==> src/rtl/cmd_capture_pkg.sv <==
package cmd_capture_pkg;
  localparam int CMD_W_DEF = 9;
  localparam int OP_W_DEF  = 2;

  typedef enum logic [1:0] {
    OP_READ   = 2'b00,
    OP_WRITE  = 2'b01,
    OP_SEARCH = 2'b10,
    OP_LEARN  = 2'b11
  } opcode_e;

  typedef enum logic {
    ST_IDLE   = 1'b0,
    ST_HAVE_A = 1'b1
  } capState_e;

  // strobes from control to datapath
  typedef struct packed {
    logic loadFirst;
    logic emit;
    logic flagErr;
  } capStrobe_t;
endpackage

==> src/rtl/cmd_capture_ctrl.sv <==
module cmd_capture_ctrl
  import cmd_capture_pkg::*;
(
  input  logic       clk,
  input  logic       rst,
  input  logic       cmdValid,
  input  logic       phaseN,
  input  logic       opMatch,
  output capStrobe_t strobe
);
  capState_e state, stateNext;

  always_comb begin
    strobe    = '0;
    stateNext = state;
    unique case (state)
      ST_IDLE: begin
        if (cmdValid && !phaseN) begin
          strobe.loadFirst = 1'b1;
          stateNext        = ST_HAVE_A;
        end
      end
      ST_HAVE_A: begin
        if (!cmdValid) begin
          stateNext = ST_IDLE;
        end else if (!phaseN) begin
          strobe.loadFirst = 1'b1;
          stateNext        = ST_HAVE_A;
        end else begin
          if (opMatch) strobe.emit    = 1'b1;
          else         strobe.flagErr = 1'b1;
          stateNext = ST_IDLE;
        end
      end
      default: stateNext = ST_IDLE;
    endcase
  end

  always_ff @(posedge clk) begin
    if (rst) state <= ST_IDLE;
    else     state <= stateNext;
  end
endmodule

==> src/rtl/cmd_capture_dp.sv <==
module cmd_capture_dp
  import cmd_capture_pkg::*;
#(
  parameter int CMD_W = CMD_W_DEF,
  parameter int OP_W  = OP_W_DEF,
  localparam int PAR_W  = CMD_W - OP_W,
  localparam int WORD_W = OP_W + 2 * PAR_W,
  localparam int N_OPS  = 1 << OP_W
) (
  input  logic              clk,
  input  logic              rst,
  input  logic [CMD_W-1:0]  cmdBus,
  input  capStrobe_t        strobe,
  output logic              opMatch,
  output logic              outValid,
  output logic              protoErr,
  output logic [WORD_W-1:0] outWord,
  output logic [N_OPS-1:0]  opHot
);
  logic [OP_W-1:0]  opFirst;
  logic [PAR_W-1:0] parFirst;
  logic [N_OPS-1:0] opDecode;

  assign opMatch = (cmdBus[OP_W-1:0] == opFirst);

  for (genvar i = 0; i < N_OPS; i++) begin : g_dec
    assign opDecode[i] = (opFirst == OP_W'(i));
  end

  always_ff @(posedge clk) begin
    if (rst) begin
      opFirst  <= '0;
      parFirst <= '0;
    end else if (strobe.loadFirst) begin
      opFirst  <= cmdBus[OP_W-1:0];
      parFirst <= cmdBus[CMD_W-1:OP_W];
    end
  end

  always_ff @(posedge clk) begin
    if (rst) begin
      outValid <= 1'b0;
      protoErr <= 1'b0;
      outWord  <= '0;
      opHot    <= '0;
    end else begin
      outValid <= strobe.emit;
      protoErr <= strobe.flagErr;
      opHot    <= strobe.emit ? opDecode : '0;
      if (strobe.emit)
        outWord <= {opFirst, cmdBus[CMD_W-1:OP_W], parFirst};
    end
  end
endmodule

==> src/rtl/cmd_capture_top.sv <==
module cmd_capture_top
  import cmd_capture_pkg::*;
#(
  parameter int CMD_W = CMD_W_DEF,
  parameter int OP_W  = OP_W_DEF,
  localparam int PAR_W  = CMD_W - OP_W,
  localparam int WORD_W = OP_W + 2 * PAR_W,
  localparam int N_OPS  = 1 << OP_W
) (
  input  logic              clk,
  input  logic              rst,
  input  logic              cmdValid,
  input  logic              phaseN,
  input  logic [CMD_W-1:0]  cmdBus,
  output logic              outValid,
  output logic              protoErr,
  output logic [WORD_W-1:0] outWord,
  output logic [N_OPS-1:0]  opHot
);
  capStrobe_t strobe;
  logic       opMatch;

  cmd_capture_ctrl i_ctrl (
    .clk      (clk),
    .rst      (rst),
    .cmdValid (cmdValid),
    .phaseN   (phaseN),
    .opMatch  (opMatch),
    .strobe   (strobe)
  );

  cmd_capture_dp #(.CMD_W(CMD_W), .OP_W(OP_W)) i_dp (
    .clk      (clk),
    .rst      (rst),
    .cmdBus   (cmdBus),
    .strobe   (strobe),
    .opMatch  (opMatch),
    .outValid (outValid),
    .protoErr (protoErr),
    .outWord  (outWord),
    .opHot    (opHot)
  );
endmodule

==> config.mk <==
export PLATFORM = sky130hd
export DESIGN_NAME = cmd_capture_top
export DESIGN_NICKNAME = d
export VERILOG_FILES = /design/src/rtl/cmd_capture_pkg.sv /design/src/rtl/cmd_capture_ctrl.sv /design/src/rtl/cmd_capture_dp.sv /design/src/rtl/cmd_capture_top.sv
export SDC_FILE = /design/constraint.sdc
export NUM_CORES = 1
export LEC_CHECK = 0
export BUFFER_PORTS_ARGS = -buffer_cell sky130_fd_sc_hd__buf_2
export CAP_MARGIN = 10
export CELL_PAD_IN_SITES_DETAIL_PLACEMENT = 0
export CELL_PAD_IN_SITES_GLOBAL_PLACEMENT = 1
export CORE_MARGIN = 2
export CORE_UTILIZATION = 30
export DETAILED_ROUTE_END_ITERATION = 16
export GPL_TIMING_DRIVEN = 0
export PLACE_DENSITY = 0.73
export SYNTH_ARGS = -nofsm -noshare
export SYNTH_HDL_FRONTEND = slang
export SYNTH_SLANG_ARGS = --single-unit
==> constraint.sdc <==
create_clock -name clk -period 3.5 [get_ports clk]
set_clock_uncertainty 0.2 [all_clocks]
set_input_delay 0.525 -clock clk [delete_from_list [all_inputs] [get_ports clk]]
set_output_delay 0.525 -clock clk [all_outputs]
set_load 0.005 [all_outputs]
==> Word level (Yosys, flattened, before mapping) <==
Index checks and enable logic that the tools add are counted.
{ "word_totals": {"ff_bits": 32, "wordCells": 30, "output_inout_bits": 22, "inputBits": 13} }
{ "classes": {"bitwise": 4, "n_eq_ne": 4, "n_reduce_logical": 5, "muxes": 10} }
{ "ops": {"columns": ["op", "count"], "rows": [
  ["$mux W1", 5],
  ["$eq A2 B2 Y1 const B", 2],
  ["$mux W2", 2],
  ["$not A1 Y1", 4],
  ["$pmux W1 S2", 2],
  ["$reduce_or A4 Y1", 1],
  ["$mux W3", 1],
  ["$eq A2 B1 Y1 const B", 1],
  ["$eq A2 B2 Y1", 1],
  ["$logic_not A2 Y1", 1],
  ["$reduce_or A2 Y1", 1],
  ["$logic_and A1 B1 Y1", 1],
  ["$logic_not A1 Y1", 1]
]} }

==> Longest topological paths before layout <==
{ "depth": {"word_depth": 7, "depth_mapped": 5, "ltp_nobuf": 3} }

==> Cells and area by module <==
A second synthesis with hierarchy kept.
{ "unflattened": {"cells_unflattened": 103, "hier_area_um2": 1168.6} }
{ "by_module_without_submodules": {"columns": ["module", "n_inst", "area_per_inst_um2", "cells_each", "seq_area_each_um2"], "rows": [
  ["cmd_capture_dp", 1, 1108.6, 97, 620.6],
  ["cmd_capture_ctrl", 1, 60.1, 6, 20.0]
]} }

==> Worst setup path before layout <==
No wires, ideal clock.
{ "synth_path": {"path_kind": "in2reg", "from": "input port cmdBus[1]", "to": "register i_dp.outWord[10]", "n_path_buf": 2, "cell_stages": 5, "required_ns": 3.228, "arrival_ns": 1.356, "slack_ns": 1.873, "setup_ns": 0.072, "path_cell_list": "xnor2_1 and3_1 buf_6 buf_12 mux2i_1"} }
{ "synth_between": {"elab_chain_len": 5} }
{ "synth_lines": {"columns": ["item", "line", "rtl"], "rows": [
  ["start: declaration", "cmd_capture_top.sv:14", "input logic [CMD_W-1:0] cmdBus,"],
  ["$eq A2 B2 Y1", "cmd_capture_dp.sv:24", "assign opMatch = (cmdBus[OP_W-1:0] == opFirst);"],
  ["$mux W1", "cmd_capture_ctrl.sv:30", "if (opMatch) strobe.emit = 1'b1;"],
  ["$mux W2", "cmd_capture_ctrl.sv:26", "end else if (!phaseN) begin"],
  ["$mux W3", "cmd_capture_ctrl.sv:24", "if (!cmdValid) begin"],
  ["$mux W2", "cmd_capture_ctrl.sv:16", "unique case (state)"],
  ["end signal: assignment", "cmd_capture_dp.sv:51", "outWord <= {opFirst, cmdBus[CMD_W-1:OP_W], parFirst};"],
  ["end: declaration", "cmd_capture_dp.sv:17", "output logic [WORD_W-1:0] outWord,"]
]} }
Every way passes these cells.
A chain may end at the register's enable or synchronous reset.

==> Worst setup path in the final report <==
{ "layout_path": {"from": "register i_dp.opFirst[0]", "to": "register i_dp.outWord[12]"} }
{ "layout_between": {"elab_chain_len": 5} }
{ "layout_lines": {"columns": ["item", "line", "rtl"], "rows": [
  ["start: declaration", "cmd_capture_dp.sv:20", "logic [OP_W-1:0] opFirst;"],
  ["start signal: assignment", "cmd_capture_dp.sv:35", "opFirst <= cmdBus[OP_W-1:0];"],
  ["$eq A2 B2 Y1", "cmd_capture_dp.sv:24", null],
  ["$mux W1", "cmd_capture_ctrl.sv:30", null],
  ["$mux W2", "cmd_capture_ctrl.sv:26", null],
  ["$mux W3", "cmd_capture_ctrl.sv:24", null],
  ["$mux W2", "cmd_capture_ctrl.sv:16", null]
]} }
Every way passes these cells.

==> flow_summary.toml <==
[sta]
fin_crit_sh_pct = 47.60
fmax_mhz = 600.2
hold_violations = 0
finalMaxSlewViolations = 0
setup_tns_ns = 0
setup-violations-final = 0
rsz0062_at_grt = "no"
worst_pin_slew_ns = 0.4677
postLayoutSetupSlackWorst_ns = 1.834
max_slew_margin_pct = 68.82
min_period_ns = 1.666

[synth]
yosysSeqAreaShare_pct = 54.18
synthCells = 132
yosysWarnings = 0
syn_avg_cell_area_sq_um = 8.957
yosysTopAreaCellShare_pct = 54.18
yosys-top-cells-count = "49 x nand2_1, 32 x dfxtp_1, 15 x mux2i_1"
synth_nets = 145
synth-edff-count = 0
netlist_top_cells_area = "dfxtp_1 54%, nand2_1 16%, mux2i_1 13%"
synth_area_leader_cell = "dfxtp_1"
synthMostInstantiatedCell = "nand2_1"
synth_flop_cell = "dfxtp_1"
async_flop_share_pct = 0
syn_area_sq_mm = 0.001182
synth_cell_types = 19
synth_seq_cells = 32

[global_route]
grt_pass1_vias = 970
grt_overflow_total = 0
grt_pass1_wl_microns = 4091
antenna_found_initial = 0
grt_max_degree = 11
track_usage_pct = 12.62

[placed_design]
numPortBuffers = 34
routabilityCongestion = 0.7060
place_inst = 214
post-place-ws_ns = 1.593
dpl.hpwl_microns = 1868

[worst_setup_path]
crit_path_cell_trace = "xnor2_1 > and3_1 > buf_6 > buf_12 > mux2i_1"
worst-path-buf-inv = 2
arrival_ns = 1.67
critical_path.endpoint_type = "flop"
rrSetupSlack_ns = 1.83
required_ns = 3.50
crit_fanout = 10
max_stage_delay_ns = 0.36
crit_path_start_kind = "flop"
crit_family = "flip-flops"
cp_slowest_cell = "dfxtp_1"
worstSetupPathType = "flop to flop"

[die]
std_cell_rows = 22
start_util_pct = 31.82
ios = 35
dieArea_sq_mm = 0.004460
die_x_microns = 66.78
die_h_microns = 66.78
core-area_sq_mm = 0.003716

[power_and_ir_drop]
power_frac_seq_pct = 55.6
swShare_pct = 22.69
power_density_mw_per_mm2 = 451.2
combPwrFrac_pct = 5.7
intPower_mw = 0.5198
vdd_drop_max_mv = 0.1982
power.total_mw = 0.6723
p_leak_nw = 0.6389
clkPwrFrac_pct = 38.7
switchingPower_mw = 0.1525

[job]
cap_violations = 0

[detailed_routing]
dr.pass1.iters = 4
drc = 0
num_vias = 985
drt_iter0_drc = 31
avgViaCountPerCell = 4.457
wl_per_cell_microns = 11.26
antenna_left = 0
wl_microns = 2488

[clocking]
cts_buffers = 5
cts-root-buf = "clkbuf_8"
holdBufCountCts = 0
postCtsSetupRepairBufs = 0
cts_tree = "built"
path_clk_slew_ns = 0.06
cts_sinks = 32
cts_buffer_depth = 2
htreeDepth = 2
cts-resized-gates = 0
clk_latency_ns = 0.28

[cells_and_area]
final_cells = 221
fin_nets = 186
postLayoutCoreUtil_pct = 40.10
area_growth_pct = 26.03
drive_above_1_share_pct = 24.28
diodes = 0

[status]
status = "finished, final reports clean"

[worst_hold_path]
hold_class = "flop to flop"
-- layer usage --
| layer | GRT usage (%) | wire (microns) | vias up |
|---|---|---|---|
| met1 | 13.26 | 1117 | 451 |
| met2 | 22.75 | 1190 | 27 |
| met4 | 3.827 | 19 | 0 |
| met5 | 0 | 0 | - |
| met3 | 5.236 | 161 | 3 |
| li1 | - | - | 504 |
-- kinds of logic (layout without fill, tap and decap cells) --
family | Yosys count | after routing | share of synthesized area (%)
muxes | 15 | 15 | 12.70
AOI/OAI and AO/OA | 11 | 11 | 4.867
buffers and inverters | 11 | 52 | 5.502
and+or+nand+nor | 61 | 61 | 21.27
xor gates and xnor gates | 2 | 2 | 1.482
DFF | 32 | 32 | 54.18
-- state kept, by name, indices dropped and copies added (netlist names) --
signal / cells
i_dp.outWord: 16
i_dp.opHot: 4
i_dp.parFirst: 7
i_dp.protoErr: 1
i_ctrl.state: 1
i_dp.opFirst: 2
i_dp.outValid: 1
-- power groups by stage --
stage / combinational, mW / sequential [mW] / clock, mW
floorplan: 0.0228 / 0.381 / 0
global placement: 0.0383 / 0.382 / 0
detailed placement: 0.0388 / 0.382 / 0
CTS: 0.0391 / 0.374 / 0.267
global route: 0.0440 / 0.375 / 0.285
finish: 0.0384 / 0.374 / 0.260
-- layout make-up --
class / count / area [sq um]
buffer: 8 / 53.80
timing repair buffer: 34 / 170.2
tap: 48 / 60.06
sequential: 32 / 640.6
inverter: 3 / 11.26
clock inverter: 1 / 5.005
multi-input combinational: 89 / 476.7
fill: 396 / 2226
clock buffer: 6 / 72.57
-- worst min-delay path, cell delays in order (launching register included) --
cell     delay, ns
dfxtp_1       0.31
nand2_1       0.05
o21ai_1       0.05
-- path summary, 6_finish.rpt --
path               startpoint               end  depth (start not counted)
max           i_dp.opFirst[0]  i_dp.outWord[12]                          5
min          i_dp.outWord[15]  i_dp.outWord[15]                          2
max reg2reg   i_dp.opFirst[0]  i_dp.outWord[12]                          5
min reg2reg  i_dp.outWord[15]  i_dp.outWord[15]                          2
-- cells in the final DEF (no fill, tap or decap), types with 2 or more instances in the layout --
master / netlist / layout
inv_1: 3 / 3
buf_2: 0 / 34
nor3_1: 2 / 2
a21oi_1: 9 / 9
clkbuf_1: 6 / 7
mux2i_1: 15 / 15
clkbuf_8: 0 / 5
nand2_1: 49 / 49
and3_1: 2 / 2
dfxtp_1: 32 / 32
nor2_1: 3 / 3
xnor2_1: 2 / 2
-- per-stage QoR --
step | cell area [sq um] | hold WS (ns)
finish | 1490 | 0.2466
global route | 1490 | 0.2714
CTS | 1490 | 0.2557
detailed placement | 1413 | 0.2441
global placement | 1413 | 0.2388
floorplan | 1182 | 0.2366
Power figures use the tool's default switching activity.
